[src/rtl/chan_synth_pkg.sv]
package chan_synth_pkg;
  localparam int unsigned CODE_W = 9;

  typedef enum logic [1:0] {
    STEP_FULL    = 2'd0,
    STEP_HALF    = 2'd1,
    STEP_QUARTER = 2'd2
  } step_e;

  function automatic step_e step_decode(input logic step_sel, input logic txrx_n);
    if (step_sel)    return STEP_FULL;
    else if (txrx_n) return STEP_HALF;
    else             return STEP_QUARTER;
  endfunction
endpackage

[src/rtl/ref_divider.sv]
module ref_divider
  import chan_synth_pkg::*;
#(
  parameter int unsigned REF_BASE = 1024
) (
  input  logic  clk_i,
  input  logic  rst_ni,
  input  step_e step_i,
  output logic  tick_o
);
  localparam int unsigned CW = $clog2(REF_BASE * 4);
  localparam logic [CW-1:0] LOAD_FULL    = CW'(REF_BASE - 1);
  localparam logic [CW-1:0] LOAD_HALF    = CW'(REF_BASE * 2 - 1);
  localparam logic [CW-1:0] LOAD_QUARTER = CW'(REF_BASE * 4 - 1);

  logic [CW-1:0] cnt_q;
  logic [CW-1:0] load_val;

  always_comb begin
    unique case (step_i)
      STEP_HALF:    load_val = LOAD_HALF;
      STEP_QUARTER: load_val = LOAD_QUARTER;
      default:      load_val = LOAD_FULL;
    endcase
  end

  // ratio is sampled only at terminal count
  always_ff @(posedge clk_i or negedge rst_ni) begin
    if (!rst_ni) begin
      cnt_q  <= LOAD_FULL;
      tick_o <= 1'b0;
    end else if (cnt_q == '0) begin
      cnt_q  <= load_val;
      tick_o <= 1'b1;
    end else begin
      cnt_q  <= cnt_q - CW'(1);
      tick_o <= 1'b0;
    end
  end


  ref_gap_chk: assert property (@(posedge clk_i) disable iff (!rst_ni)
    tick_o |=> !tick_o)
    else $error("ref_gap_chk");
endmodule

[src/rtl/fb_divider.sv]
module fb_divider
  import chan_synth_pkg::*;
(
  input  logic              clk_i,
  input  logic              rst_ni,
  input  logic              fb_i,
  input  logic [CODE_W-1:0] n_i,
  output logic              illegal_o,
  output logic              tick_o
);
  logic [2:0]        sync_q;
  logic              edge_w;
  logic [CODE_W-1:0] cnt_q;

  assign illegal_o = (n_i < CODE_W'(2));
  assign edge_w    = sync_q[1] & ~sync_q[2];

  always_ff @(posedge clk_i or negedge rst_ni) begin
    if (!rst_ni) sync_q <= '0;
    else         sync_q <= {sync_q[1:0], fb_i};
  end

  // N reloaded only on terminal count
  always_ff @(posedge clk_i or negedge rst_ni) begin
    if (!rst_ni) begin
      cnt_q  <= '0;
      tick_o <= 1'b0;
    end else if (illegal_o) begin
      cnt_q  <= '0;
      tick_o <= 1'b0;
    end else if (edge_w) begin
      if (cnt_q == '0) begin
        cnt_q  <= n_i - CODE_W'(1);
        tick_o <= 1'b1;
      end else begin
        cnt_q  <= cnt_q - CODE_W'(1);
        tick_o <= 1'b0;
      end
    end else begin
      tick_o <= 1'b0;
    end
  end


  illegal_hold_chk: assert property (@(posedge clk_i) disable iff (!rst_ni)
    illegal_o |=> !tick_o)
    else $error("illegal_hold_chk");


  tick_edge_chk: assert property (@(posedge clk_i) disable iff (!rst_ni)
    tick_o |-> $past(sync_q[1] && !sync_q[2]))
    else $error("tick_edge_chk");
endmodule

[src/rtl/phase_detector.sv]
module phase_detector (
  input  logic clk_i,
  input  logic rst_ni,
  input  logic ref_tick_i,
  input  logic fb_tick_i,
  output logic up_o,
  output logic dn_o,
  output logic active_o
);
  logic up_q, dn_q;

  always_ff @(posedge clk_i or negedge rst_ni) begin
    if (!rst_ni) begin
      up_q <= 1'b0;
      dn_q <= 1'b0;
    end else if (up_q && dn_q) begin
      up_q <= 1'b0;
      dn_q <= 1'b0;
    end else begin
      up_q <= up_q | ref_tick_i;
      dn_q <= dn_q | fb_tick_i;
    end
  end

  assign up_o     = up_q & ~dn_q;
  assign dn_o     = dn_q & ~up_q;
  assign active_o = up_q | dn_q;


  ref_sets_up_chk: assert property (@(posedge clk_i) disable iff (!rst_ni)
    (ref_tick_i && !up_q && !dn_q) |=> up_q)
    else $error("ref_sets_up_chk");


  fb_sets_dn_chk: assert property (@(posedge clk_i) disable iff (!rst_ni)
    (fb_tick_i && !up_q && !dn_q) |=> dn_q)
    else $error("fb_sets_dn_chk");
endmodule

[src/rtl/lock_detector.sv]
module lock_detector #(
  parameter int unsigned THR_W       = 8,
  parameter int unsigned LOCK_CYCLES = 16
) (
  input  logic             clk_i,
  input  logic             rst_ni,
  input  logic             ref_tick_i,
  input  logic             active_i,
  input  logic             illegal_i,
  input  logic [THR_W-1:0] thr_i,
  output logic             lock_o
);
  localparam int unsigned GW = $clog2(LOCK_CYCLES);
  localparam logic [GW-1:0] GOOD_LAST = GW'(LOCK_CYCLES - 1);

  logic [THR_W-1:0] width_q;
  logic [GW-1:0]    good_q;
  logic             wide_w;

  assign wide_w = (width_q >= thr_i);

  always_ff @(posedge clk_i or negedge rst_ni) begin
    if (!rst_ni)                width_q <= '0;
    else if (!active_i)         width_q <= '0;
    else if (width_q != '1)     width_q <= width_q + THR_W'(1);
  end

  always_ff @(posedge clk_i or negedge rst_ni) begin
    if (!rst_ni) begin
      good_q <= '0;
      lock_o <= 1'b0;
    end else if (illegal_i || wide_w) begin
      good_q <= '0;
      lock_o <= 1'b0;
    end else if (ref_tick_i) begin
      if (good_q == GOOD_LAST) lock_o <= 1'b1;
      else                     good_q <= good_q + GW'(1);
    end
  end


  wide_unlock_chk: assert property (@(posedge clk_i) disable iff (!rst_ni)
    wide_w |=> !lock_o)
    else $error("wide_unlock_chk");


  lock_on_tick_chk: assert property (@(posedge clk_i) disable iff (!rst_ni)
    $rose(lock_o) |-> $past(ref_tick_i))
    else $error("lock_on_tick_chk");


  illegal_unlock_chk: assert property (@(posedge clk_i) disable iff (!rst_ni)
    illegal_i |=> !lock_o)
    else $error("illegal_unlock_chk");
endmodule

[src/rtl/chan_synth_core.sv]
module chan_synth_core
  import chan_synth_pkg::*;
#(
  parameter int unsigned REF_BASE    = 1024,
  parameter int unsigned THR_W       = 8,
  parameter int unsigned LOCK_CYCLES = 16
) (
  input  logic             clk_i,
  input  logic             rst_ni,
  input  logic             fb_i,
  input  logic [8:0]       n_code_i,
  input  logic             step_sel_i,
  input  logic             txrx_ni,
  input  logic [THR_W-1:0] lock_thr_i,
  output logic             up_o,
  output logic             dn_o,
  output logic             lock_o,
  output logic             lock_no,
  output logic             inhibit_o
);
  step_e step_w;
  logic  ref_tick, fb_tick, illegal, active, lock_q;

  assign step_w = step_decode(step_sel_i, txrx_ni);

  ref_divider #(.REF_BASE(REF_BASE)) u_ref (
    .clk_i  (clk_i),
    .rst_ni (rst_ni),
    .step_i (step_w),
    .tick_o (ref_tick)
  );

  fb_divider u_fb (
    .clk_i     (clk_i),
    .rst_ni    (rst_ni),
    .fb_i      (fb_i),
    .n_i       (n_code_i),
    .illegal_o (illegal),
    .tick_o    (fb_tick)
  );

  phase_detector u_pfd (
    .clk_i      (clk_i),
    .rst_ni     (rst_ni),
    .ref_tick_i (ref_tick),
    .fb_tick_i  (fb_tick),
    .up_o       (up_o),
    .dn_o       (dn_o),
    .active_o   (active)
  );

  lock_detector #(.THR_W(THR_W), .LOCK_CYCLES(LOCK_CYCLES)) u_lock (
    .clk_i      (clk_i),
    .rst_ni     (rst_ni),
    .ref_tick_i (ref_tick),
    .active_i   (active),
    .illegal_i  (illegal),
    .thr_i      (lock_thr_i),
    .lock_o     (lock_q)
  );

  assign lock_o    = lock_q;
  assign lock_no   = ~lock_q;
  assign inhibit_o = ~lock_q | illegal;


  inhibit_chk: assert property (@(posedge clk_i) disable iff (!rst_ni)
    $fell(lock_o) |-> inhibit_o)
    else $error("inhibit_chk");
endmodule

[config.mk]
export PLATFORM = sky130hd
export DESIGN_NAME = chan_synth_core
export DESIGN_NICKNAME = d
export VERILOG_FILES = /design/src/rtl/chan_synth_pkg.sv /design/src/rtl/ref_divider.sv /design/src/rtl/fb_divider.sv /design/src/rtl/phase_detector.sv /design/src/rtl/lock_detector.sv /design/src/rtl/chan_synth_core.sv
export SDC_FILE = /design/constraint.sdc
export NUM_CORES = 1
export LEC_CHECK = 0
export ABC_AREA = 1
export CORE_MARGIN = 10
export CORE_UTILIZATION = 50
export CTS_CLUSTER_DIAMETER = 30
export DETAILED_ROUTE_END_ITERATION = 10
export GPL_TIMING_DRIVEN = 0
export MAX_ROUTING_LAYER = met4
export PLACE_DENSITY = 0.69
export SYNTH_ARGS = -nofsm -noshare
export SYNTH_HDL_FRONTEND = slang
export SYNTH_SLANG_ARGS = --single-unit
export TNS_END_PERCENT = 30
[constraint.sdc]
create_clock -name clk_i -period 2.54 [get_ports clk_i]
set_input_delay 0.508 -clock clk_i [delete_from_list [all_inputs] [get_ports clk_i]]
set_output_delay 0.508 -clock clk_i [all_outputs]
set_load 0.05 [all_outputs]
# Yosys cells after proc, flatten, opt, wreduce, memory -nomap -nowiden
# Index checks and enable logic that the tools add are counted.
dict set report word_totals {
  out_inout_bits 5
  ff_bits 41
  elab_cells 64
}
dict set report classes {
  mux 21
  reduce_logical 9
  n_eq_ne 6
  order_cmp 2
  bitwise_logic 11
  addsub 5
}
# operator count
set op_table {}
lappend op_table {{9-bit two-way mux} 3}
lappend op_table {{12-bit case mux with 2 select lines} 1}
lappend op_table {{9-bit by 1-bit subtractor with 9-bit output, second input constant} 2}
lappend op_table {{8-bit two-way mux} 2}
lappend op_table {{12-bit zero test} 1}
lappend op_table {{12-bit two-way mux} 1}
lappend op_table {{4-bit two-way mux} 3}
lappend op_table {{12-bit by 1-bit subtractor with 12-bit output, second input constant} 1}
lappend op_table {{9-bit zero test} 1}
lappend op_table {{9-bit by 2-bit < comparator with 1-bit output, second input constant} 1}
lappend op_table {{1-bit two-way mux} 9}
lappend op_table {{8-bit by 1-bit adder with 8-bit output, second input constant} 1}
lappend op_table {{8-bit greater-or-equal comparator} 1}
lappend op_table {{8-bit != test, second input constant} 1}
lappend op_table {{2-bit nonzero test} 3}
lappend op_table {{4-bit by 1-bit adder with 4-bit output, second input constant} 1}
lappend op_table {{4-bit == test, second input constant} 1}
lappend op_table {{2-bit two-way mux} 2}
lappend op_table {{1-bit NOT} 4}
lappend op_table {{1-bit bitwise OR} 4}
lappend op_table {{2-bit AND reduction} 2}
lappend op_table {{1-bit bitwise AND} 3}
lappend op_table {{2-bit by 1-bit == test with 1-bit output, second input constant} 1}
lappend op_table {{2-bit == test, second input constant} 1}
lappend op_table {{4 further kinds} 4}

# Depth between registers and ports, before layout
# Gate-level depths: netlist of the first run.
dict set report logic_depth {
  word_depth 5
  depth_mapped 13
}

# Cells and area by module
# A second synthesis of the first run with hierarchy kept.
dict set report hier_totals {
  cells_unflattened 376
  hier_area_um2 2765.2
}
# module cells_per_inst seq_area_each_um2 area_per_inst_um2 n_inst
set by_module_without_submodules {}
lappend by_module_without_submodules {lock_detector 135 325.3 952.2 1}
lappend by_module_without_submodules {fb_divider 128 325.3 927.1 1}
lappend by_module_without_submodules {ref_divider 94 337.8 769.5 1}
lappend by_module_without_submodules {phase_detector 13 50.0 91.3 1}
lappend by_module_without_submodules {chan_synth_core 6 0.0 25.0 1}

# Worst setup path before layout of the first run
# OpenSTA, ideal clock, no wires.
dict set report synth_timing {
  path_kind {reg-to-reg}
  startpoint {reg u_fb.cnt_q[7]}
  endpoint {reg u_fb.cnt_q[8]}
  path_slack_ps 799
  stages_incl_launch_ff 12
  synth_period_minus_slack_ps 1741
  path_buffers 0
  setup_time_ps 118
  arrival_time_ps 1624
  required_ps 2422
  cell_sequence {dfrtp_1 nor2_2 nand2_2 nor2_4 nand3_1 nand2_1 ha_1 nand3_1 nor2_1 nand3_1 nand3_1 nand2_1}
}
dict set report synth_via {
  elab_chain_cells 4
  word_cells_on_any_way 5
  classes_between {add/sub: 1; mux: 3; reduce/logical: 1}
}
# element line
set synth_rtl {}
lappend synth_rtl {{start, declared} fb_divider.sv:13} ;# logic [CODE_W-1:0] cnt_q;
lappend synth_rtl {{start signal, assigned} fb_divider.sv:33} ;# cnt_q <= n_i - CODE_W'(1);
lappend synth_rtl {{start signal, assigned} fb_divider.sv:36} ;# cnt_q <= cnt_q - CODE_W'(1);
lappend synth_rtl {{9-bit by 1-bit subtractor with 9-bit output or 9-bit zero test (tied branches)} {fb_divider.sv:36, fb_divider.sv:32}}
lappend synth_rtl {{9-bit two-way mux *} fb_divider.sv:32} ;# if (cnt_q == '0) begin
lappend synth_rtl {{9-bit two-way mux *} fb_divider.sv:31} ;# end else if (edge_w) begin
lappend synth_rtl {{9-bit two-way mux *} fb_divider.sv:28} ;# end else if (illegal_o) begin
# Mark *: on every way between the ends. The rest lies on a longest branch, timed or not. The select of a mux whose other input is x is not followed.
# A chain may end at the register's enable or synchronous reset.

# Final worst setup path of the first run
dict set report layout_timing {
  startpoint {in n_code_i[6]}
  endpoint {out inhibit_o}
}
dict set report layout_via {
  elab_chain_cells 2
}
# element line
set layout_rtl {}
lappend layout_rtl {{start, declared} chan_synth_core.sv:11} ;# input logic [8:0] n_code_i,
lappend layout_rtl {{9-bit by 2-bit < comparator with 1-bit output} fb_divider.sv:15} ;# assign illegal_o = (n_i < CODE_W'(2));
lappend layout_rtl {{1-bit bitwise OR} chan_synth_core.sv:64} ;# assign inhibit_o = ~lock_q | illegal;
lappend layout_rtl {{end, declared} chan_synth_core.sv:19} ;# output logic inhibit_o
# Every way passes these cells.

==> results of run 1 <==
==> layout make-up <==
type,instances,area (um^2)
Clock inverter,1,30.0
Fill cell,448,1830
Buffer,2,22.5
Clock buffer,7,86.3
Multi-Input combinational cell,217,1200
Sequential cell,41,1040
Timing Repair Buffer,26,250
Inverter,64,240
Tap cell,67,83.8
==> cells in the mapped netlist, drive strengths merged <==
| cell | instances | area share (%) |
|---|---|---|
| xor2 | 7 | 2.5 |
| o31ai | 2 | 0.60 |
| o21ai | 17 | 3.4 |
| o211ai | 1 | 0.30 |
| xnor2 | 1 | 0.35 |
| o2111ai | 1 | 0.35 |
| nand2 | 69 | 11 |
| nor3b | 1 | 0.30 |
| dfrtp | 31 | 31 |
| a21oi | 11 | 2.7 |
| nor3 | 6 | 1.2 |
| ha | 13 | 6.5 |
| nor4 | 1 | 0.50 |
| dfstp | 10 | 11 |
| nand3 | 32 | 7.4 |
| nand4 | 9 | 2.3 |
| o21bai | 1 | 0.30 |
| a31oi | 3 | 0.75 |
| inv | 64 | 9.6 |
| a2bb2oi | 1 | 0.35 |
| o22ai | 3 | 0.75 |
| nor2 | 38 | 6.5 |
| buf | 2 | 0.90 |
==> how the worst max path moves through the flow <==
stage / startpoint / end / slack, ns / depth (start not counted)
2_1_floorplan: u_fb.cnt_q[7] / u_fb.cnt_q[8] / 0.80 / 11
5_1_grt: n_code_i[6] / inhibit_o / 0.22 / 7
6_report: n_code_i[6] / inhibit_o / 0.26 / 7
3_3_place_gp: n_code_i[6] / inhibit_o / -0.27 / 7
4_1_cts: n_code_i[6] / inhibit_o / 0.02 / 7
3_5_place_dp: n_code_i[6] / inhibit_o / -0.28 / 7
==> kinds of logic (layout without fill, tap and decap cells) <==
logic type | count (synthesis) | count (layout)
flops | 41 | 41
buf+inv | 66 | 100
fa+ha+maj | 13 | 13
compound gates | 40 | 40
simple gates | 156 | 156
xor+xnor | 8 | 8
==> registers in the layout, indices dropped and copies added (netlist names) <==
name,flops
u_pfd.up_q,1
u_pfd.dn_q,1
u_fb.sync_q,3
u_lock.width_q,8
u_fb.cnt_q,9
u_ref.cnt_q,12
u_lock.lock_o,1
u_ref.tick_o,1
u_lock.good_q,4
u_fb.tick_o,1
==> layout by cell type (no fill, tap or decap), drive strengths merged, types with 2 or more instances in the layout <==
master | netlist | routed
o31ai | 2 | 2
buf | 2 | 3
nand4 | 9 | 9
ha | 13 | 13
dfstp | 10 | 10
inv | 64 | 64
a21oi | 11 | 11
nor3 | 6 | 6
dfrtp | 31 | 31
o21ai | 17 | 17
o22ai | 3 | 3
nand2 | 69 | 69
nor2 | 38 | 38
nand3 | 32 | 32
xor2 | 7 | 7
clkbuf | 0 | 8
a31oi | 3 | 3
clkdlybuf4s50 | 0 | 24
==> worst reg2reg max path, cell delays in order, from the launching register on <==
cell and delay (ns):
dfrtp_1 0.42, nor2_2 0.13, nand2_2 0.08, nor2_4 0.17, nand3_1 0.10, nand2_1 0.14, ha_1 0.20, nand3_1 0.12
nor2_1 0.30, nand3_1 0.11, nand2_1 0.07, nand3_1 0.06, nand2_1 0.07
==> report_power, final <==
part           switching, W  internal [W]  leakage [nW]  total [W]
clock network      0.000220      0.000320        0.0585   0.000540
logic              0.000629      0.000390         0.949    0.00102
registers          0.000123      0.000784         0.493   0.000907
==> layer usage <==
metal / vias to the layer above / share of wire, %
met3: 4 / 3.5
met1: 954 / 51
met4: 0 / 1.0
li1: 1109 / -
met5: - / 0
met2: 36 / 44
==> per-stage QoR <==
step | setup slack, ns | std cells | utilization, % | hold WS [ns] | TNS [ns]
finish | 0.263 | 425 | 61.7 | 0.331 | 0
global route | 0.218 | 425 | 61.7 | 0.371 | 0
CTS | 0.0182 | 425 | 61.8 | 0.363 | 0
detailed placement | -0.284 | 417 | 59.3 | 0.338 | -0.284
global placement | -0.274 | 417 | 59.5 | 0.350 | -1.32
floorplan | 0.799 | 324 | - | 0.212 | 0
==> repair_timing <==
action	in CTS	in global routing
setup buffers	0	0
setup endpoints to repair	1	1
resized for setup	2	1
==> run_results.csv, run 1 <==
group,metric,value,unit
synth,yosysSeqAreaShare,41.5,%
timing,rsz0062_at_grt,"no",
timing,worst_slew_pin_slew,0.873,ns
global_route,grt_overflow_total,0,
global_route,grtUsageMet3,2.49,%
pwr,leakage,1.50,nW
synth,ys_warn_count,0,
layout,design_area,0.00295,mm^2
die,dieArea,0.00823,mm^2
pwr,ir_drop,591,uV
clocking,cts_root_buf,"clkbuf_8",
worst_setup_path,r2r_setup_slack,0.50,ns
worst_setup_path,critical_path.slowest_cell,"clkdlybuf4s50_1",
clocking,cts_sinks,41,
worst_setup_path,path_cells,"clkdlybuf4s50_1 -> inv_1 -> nand4_1 -> nor2_1 -> inv_1 -> nand2_1 -> clkbuf_2",
worst_setup_path,worstSetupPathType,"primary input to output port",
synth,synth_compound_area_share,9.45,%
worst_setup_path,endpoint_kind,"output port",
route,drtIter0Drc,162,
global_route,met2_usage,19.5,%
synth,synth-xor-area-share,2.80,%
timing,drv_slew,0,
die,ioPinCount,27,
synth,synthSimpleGateAreaFrac,29.2,%
synth,netlist_area,0.00250,mm^2
route,routed_wirelength,4.89,mm
route,vias_per_cell,4.95,
outcome,status,"complete, no violations",
place,post-dp-hpwl,3.84,mm
die,num_rows,25,
synth,ys_ff_latch,41,
route,dr.pass1.iters,4,
worst_setup_path,cp-start-kind,"primary input",
global_route,grt_max_degree,42,
die,core_area,0.00479,mm^2
route,drc,0,
clocking,h-tree-depth,2,
clocking,insertion_delay,0.29,ns
worst_setup_path,cp_num_buf_inv,4,
synth,syn-num-nets,359,
global_route,antenna_found_initial,0,
synth,synth_cell_types,30,
synth,syn_inst,324,
worst_setup_path,crit_fanout,3,
worst_setup_path,cp.arrival,1.77,ns
global_route,use_met1,15.6,%
pwr,power.total,0.00247,W
layout,area_growth,18.0,%
pwr,power.density,836,mW/mm^2
timing,period_share,89.6,%
place,portBuffers,26,
timing,skew,0.00640,ns
worst_setup_path,reg2reg_depth,12,
place,place_congestion,0.907,
route,detail-route-antenna-nets,0,
min_path,hp-class,"primary input to asynchronous set/reset pin",
clocking,clk_pin_slew,0.08,ns
die,start_util,52.3,%
die,die_x,90.7,um
worst_setup_path,slowest_delay,0.42,ns
worst_setup_path,cp_common_cell,"inv_1",
global_route,grt_busiest_layer,"met2",
worst_setup_path,cp.required,2.03,ns
place,dpl_cell_area,0.00284,mm^2
worst_setup_path,r2r_end,"u_fb.cnt_q[8]",
global_route,grt_pass1_wl,8.49,mm
clocking,cts_inserted_buffers,5,
timing,finalSetupViolCount,0,
timing,slew_headroom,41.8,%
die,die_h,90.7,um
synth,postSynthAreaPerCell,7.72,um^2
layout,fin_nets,392,
timing,fmax,439,MHz
clocking,cts_tree,"built",
synth,synth_mux_area_share,0,%
worst_setup_path,critical-path-top-delay-family,"buffers and inverters",
global_route,grt_usage,12.4,%
worst_setup_path,r2r_start,"u_fb.cnt_q[7]",
timing,hold_viol,0,
route,vias,2103,
clocking,clockBufferDepth,2,
layout,antenna_cells,0,
layout,layout-drive-gt1-share,10.9,%
clocking,holdBufCountCts,0,
route,wl_per_cell,11.5,um
global_route,grt_pass1_vias,1970,
synth,synth_top_family_by_area,"simple AND/OR/NAND/NOR gates",
flow_run,drv_cap,0,
timing,fin_crit,2.28,ns
synth,synthAdderAreaFrac,6.50,%
Power figures use the tool's default switching activity.
==> run 2, diff against run 1 <==
==> constraint.sdc (replaced) <==
create_clock -name clk_i -period 2.65 [get_ports clk_i]
set_input_delay 0.53 -clock clk_i [delete_from_list [all_inputs] [get_ports clk_i]]
set_output_delay 0.53 -clock clk_i [all_outputs]
set_load 0.05 [all_outputs]
==> run 2 against run 1 <==
Core utilization is 0.078 points higher. Register-to-register slack better by 0.10 ns. Die area unchanged. Sequential power down 4.1%. Clock power fell by 4%. Routed wire length is 0.35% higher. Power fell by 4.0%. Hold slack improved by 0.021 ns. Sequential cell count stayed put. Non-clock buffer count did not move. Critical path depth did not move. Combinational power is 4% lower.
==> run_results.csv, run 2 (synthesis gave the netlist of run 1 again) <==
group,metric,value,unit
timing,skew,0.00861,ns
place,place_congestion,0.907,
route,wl_per_cell,11.5,um
clocking,cts_inserted_buffers,5,
place,post-dp-hpwl,3.84,mm
route,drc,0,
outcome,status,"complete, no violations",
layout,multi_input_area,0.00120,mm^2
worst_setup_path,endpoint_kind,"output port",
die,start_util,52.3,%
layout,final_cell_count_no_fill,425,
die,die_h,90.7,um
timing,fin_hold_ws,0.352,ns
route,drtIter0Drc,179,
timing,fin_crit,2.57,ns
pwr,leakage,1.50,nW
layout,reg_top3,"u_ref.cnt_q (12), u_fb.cnt_q (9), u_lock.width_q (8)",
timing,worst_slew_pin_slew,0.875,ns
worst_setup_path,cp.arrival,2.04,ns
layout,fin_nets,392,
clocking,post-cts-setup-buffer-count,0,
layout,antenna_cells,0,
clocking,insertion_delay,0.29,ns
worst_setup_path,worstSetupPathType,"primary input to output port",
global_route,grt_pass1_vias,1970,
route,detail-route-antenna-nets,0,
global_route,grt_max_degree,42,
timing,rsz0062_at_grt,"no",
clocking,h-tree-depth,2,
layout,final_cell_mix,"64 x inv_1, 64 x nand2_1, 32 x nor2_1",
place,dp.cells,417,
clocking,clockBufferDepth,2,
clocking,cts_root_buf,"clkbuf_8",
min_path,hp-class,"primary input to asynchronous set/reset pin",
global_route,grt_overflow_total,0,
global_route,grt_busiest_layer,"met2",
die,core_area,0.00479,mm^2
timing,drv_slew,0,
worst_setup_path,crit_fanout,3,
timing,slew_headroom,41.7,%
flow_run,drv_cap,0,
layout,largest_reg_flops,12,
route,vias_per_cell,4.94,
timing,period_share,97.0,%
die,ioPinCount,27,
worst_setup_path,cp-start-kind,"primary input",
route,vias,2099,
layout,area_growth,18.2,%
layout,final_core_util,61.8,%
clocking,clk_pin_slew,0.08,ns
timing,fmax,389,MHz
global_route,grtUsageMet3,2.49,%
place,portBuffers,26,
global_route,use_met1,15.6,%
global_route,grt_usage,12.4,%
layout,n_fill_cell,448,
timing,finalSetupViolCount,0,
die,num_rows,25,
global_route,grt_pass1_wl,8.49,mm
global_route,met2_usage,19.5,%
pwr,power.density,802,mW/mm^2
layout,regArea,0.00104,mm^2
layout,top_register,"u_ref.cnt_q",
pwr,ir_drop,567,uV
route,dr.pass1.iters,4,
clocking,cts_sinks,41,
route,routed_wirelength,4.91,mm
die,die_x,90.7,um
die,dieArea,0.00823,mm^2
clocking,cts_tree,"built",
timing,hold_viol,0,
worst_setup_path,cp.required,2.12,ns
layout,layout-drive-gt1-share,10.6,%
global_route,antenna_found_initial,0,
## run 2: stage by stage
stage | total power (W) | setup WS [ns] | setup TNS (ns) | area (um^2)
floorplan | 0.00164 | 0.909 | 0 | 2500
global placement | 0.00184 | -0.208 | -0.208 | 2850
detailed placement | 0.00186 | -0.218 | -0.218 | 2840
CTS | 0.00238 | 0.0561 | 0 | 2960
global route | 0.00257 | 0.0270 | 0 | 2960
finish | 0.00237 | 0.0803 | 0 | 2960
## run 2: final timing paths
kind / startpoint / to / slack (ns) / cells past startpoint
min reg2reg: u_fb.sync_q[0] / u_fb.sync_q[1] / 0.36 / 0
max reg2reg: u_fb.cnt_q[7] / u_fb.cnt_q[8] / 0.60 / 12
min: rst_ni / u_lock.good_q[1] / 0.35 / 1
min in group clk_i: u_fb.sync_q[0] / u_fb.sync_q[1] / 0.36 / 0
max in group asynchronous: rst_ni / u_fb.tick_o / 1.75 / 1
max: n_code_i[6] / inhibit_o / 0.08 / 7
## run 2: timing repair
item	4_1_cts	5_1_grt
hold buffers	0	0
resized for setup	1	0
endpoints found under the setup margin	1	0
## run 2: power breakdown
part	internal, W	switching [W]	total [W]
combinational	0.000374	0.000604	0.000979
sequential	0.000751	0.000119	0.000870
clock	0.000307	0.000213	0.000521
total	0.00143	0.000936	0.00237
## run 2: per-layer routing
| metal | vias up | share of wire (%) |
|---|---|---|
| met2 | 33 | 44 |
| met4 | 0 | 1.0 |
| met5 | - | 0 |
| li1 | 1108 | - |
| met1 | 954 | 52 |
| met3 | 4 | 3.4 |
## run 2: layout make-up
type / instances / area share (%)
timing repair buffer: 26 / 8.59
buffer: 2 / 0.762
clock buffer: 7 / 2.92
tap: 67 / 2.84
inverter: 64 / 8.13
multi-input combinational: 217 / 40.6
clock inverter: 1 / 1.02
sequential: 41 / 35.1
## run 2: worst max-delay path: stages
cell and delay, ns:
clkdlybuf4s50_1 0.42, inv_1 0.08, nand4_1 0.11, nor2_1 0.17, inv_1 0.13, nand2_1 0.07, dlygate4sd2_1 0.52
==> run 3, diff against run 2 <==
--- a/config.mk
+++ b/config.mk
@@ -10,6 +10,7 @@
 export CORE_UTILIZATION = 50
 export CTS_CLUSTER_DIAMETER = 30
 export DETAILED_ROUTE_END_ITERATION = 10
+export GPL_ROUTABILITY_DRIVEN = 0
 export GPL_TIMING_DRIVEN = 0
 export MAX_ROUTING_LAYER = met4
 export PLACE_DENSITY = 0.69
==> results of run 3 <==
No change in the layout: final DEF, timing and power equal those of run 2.
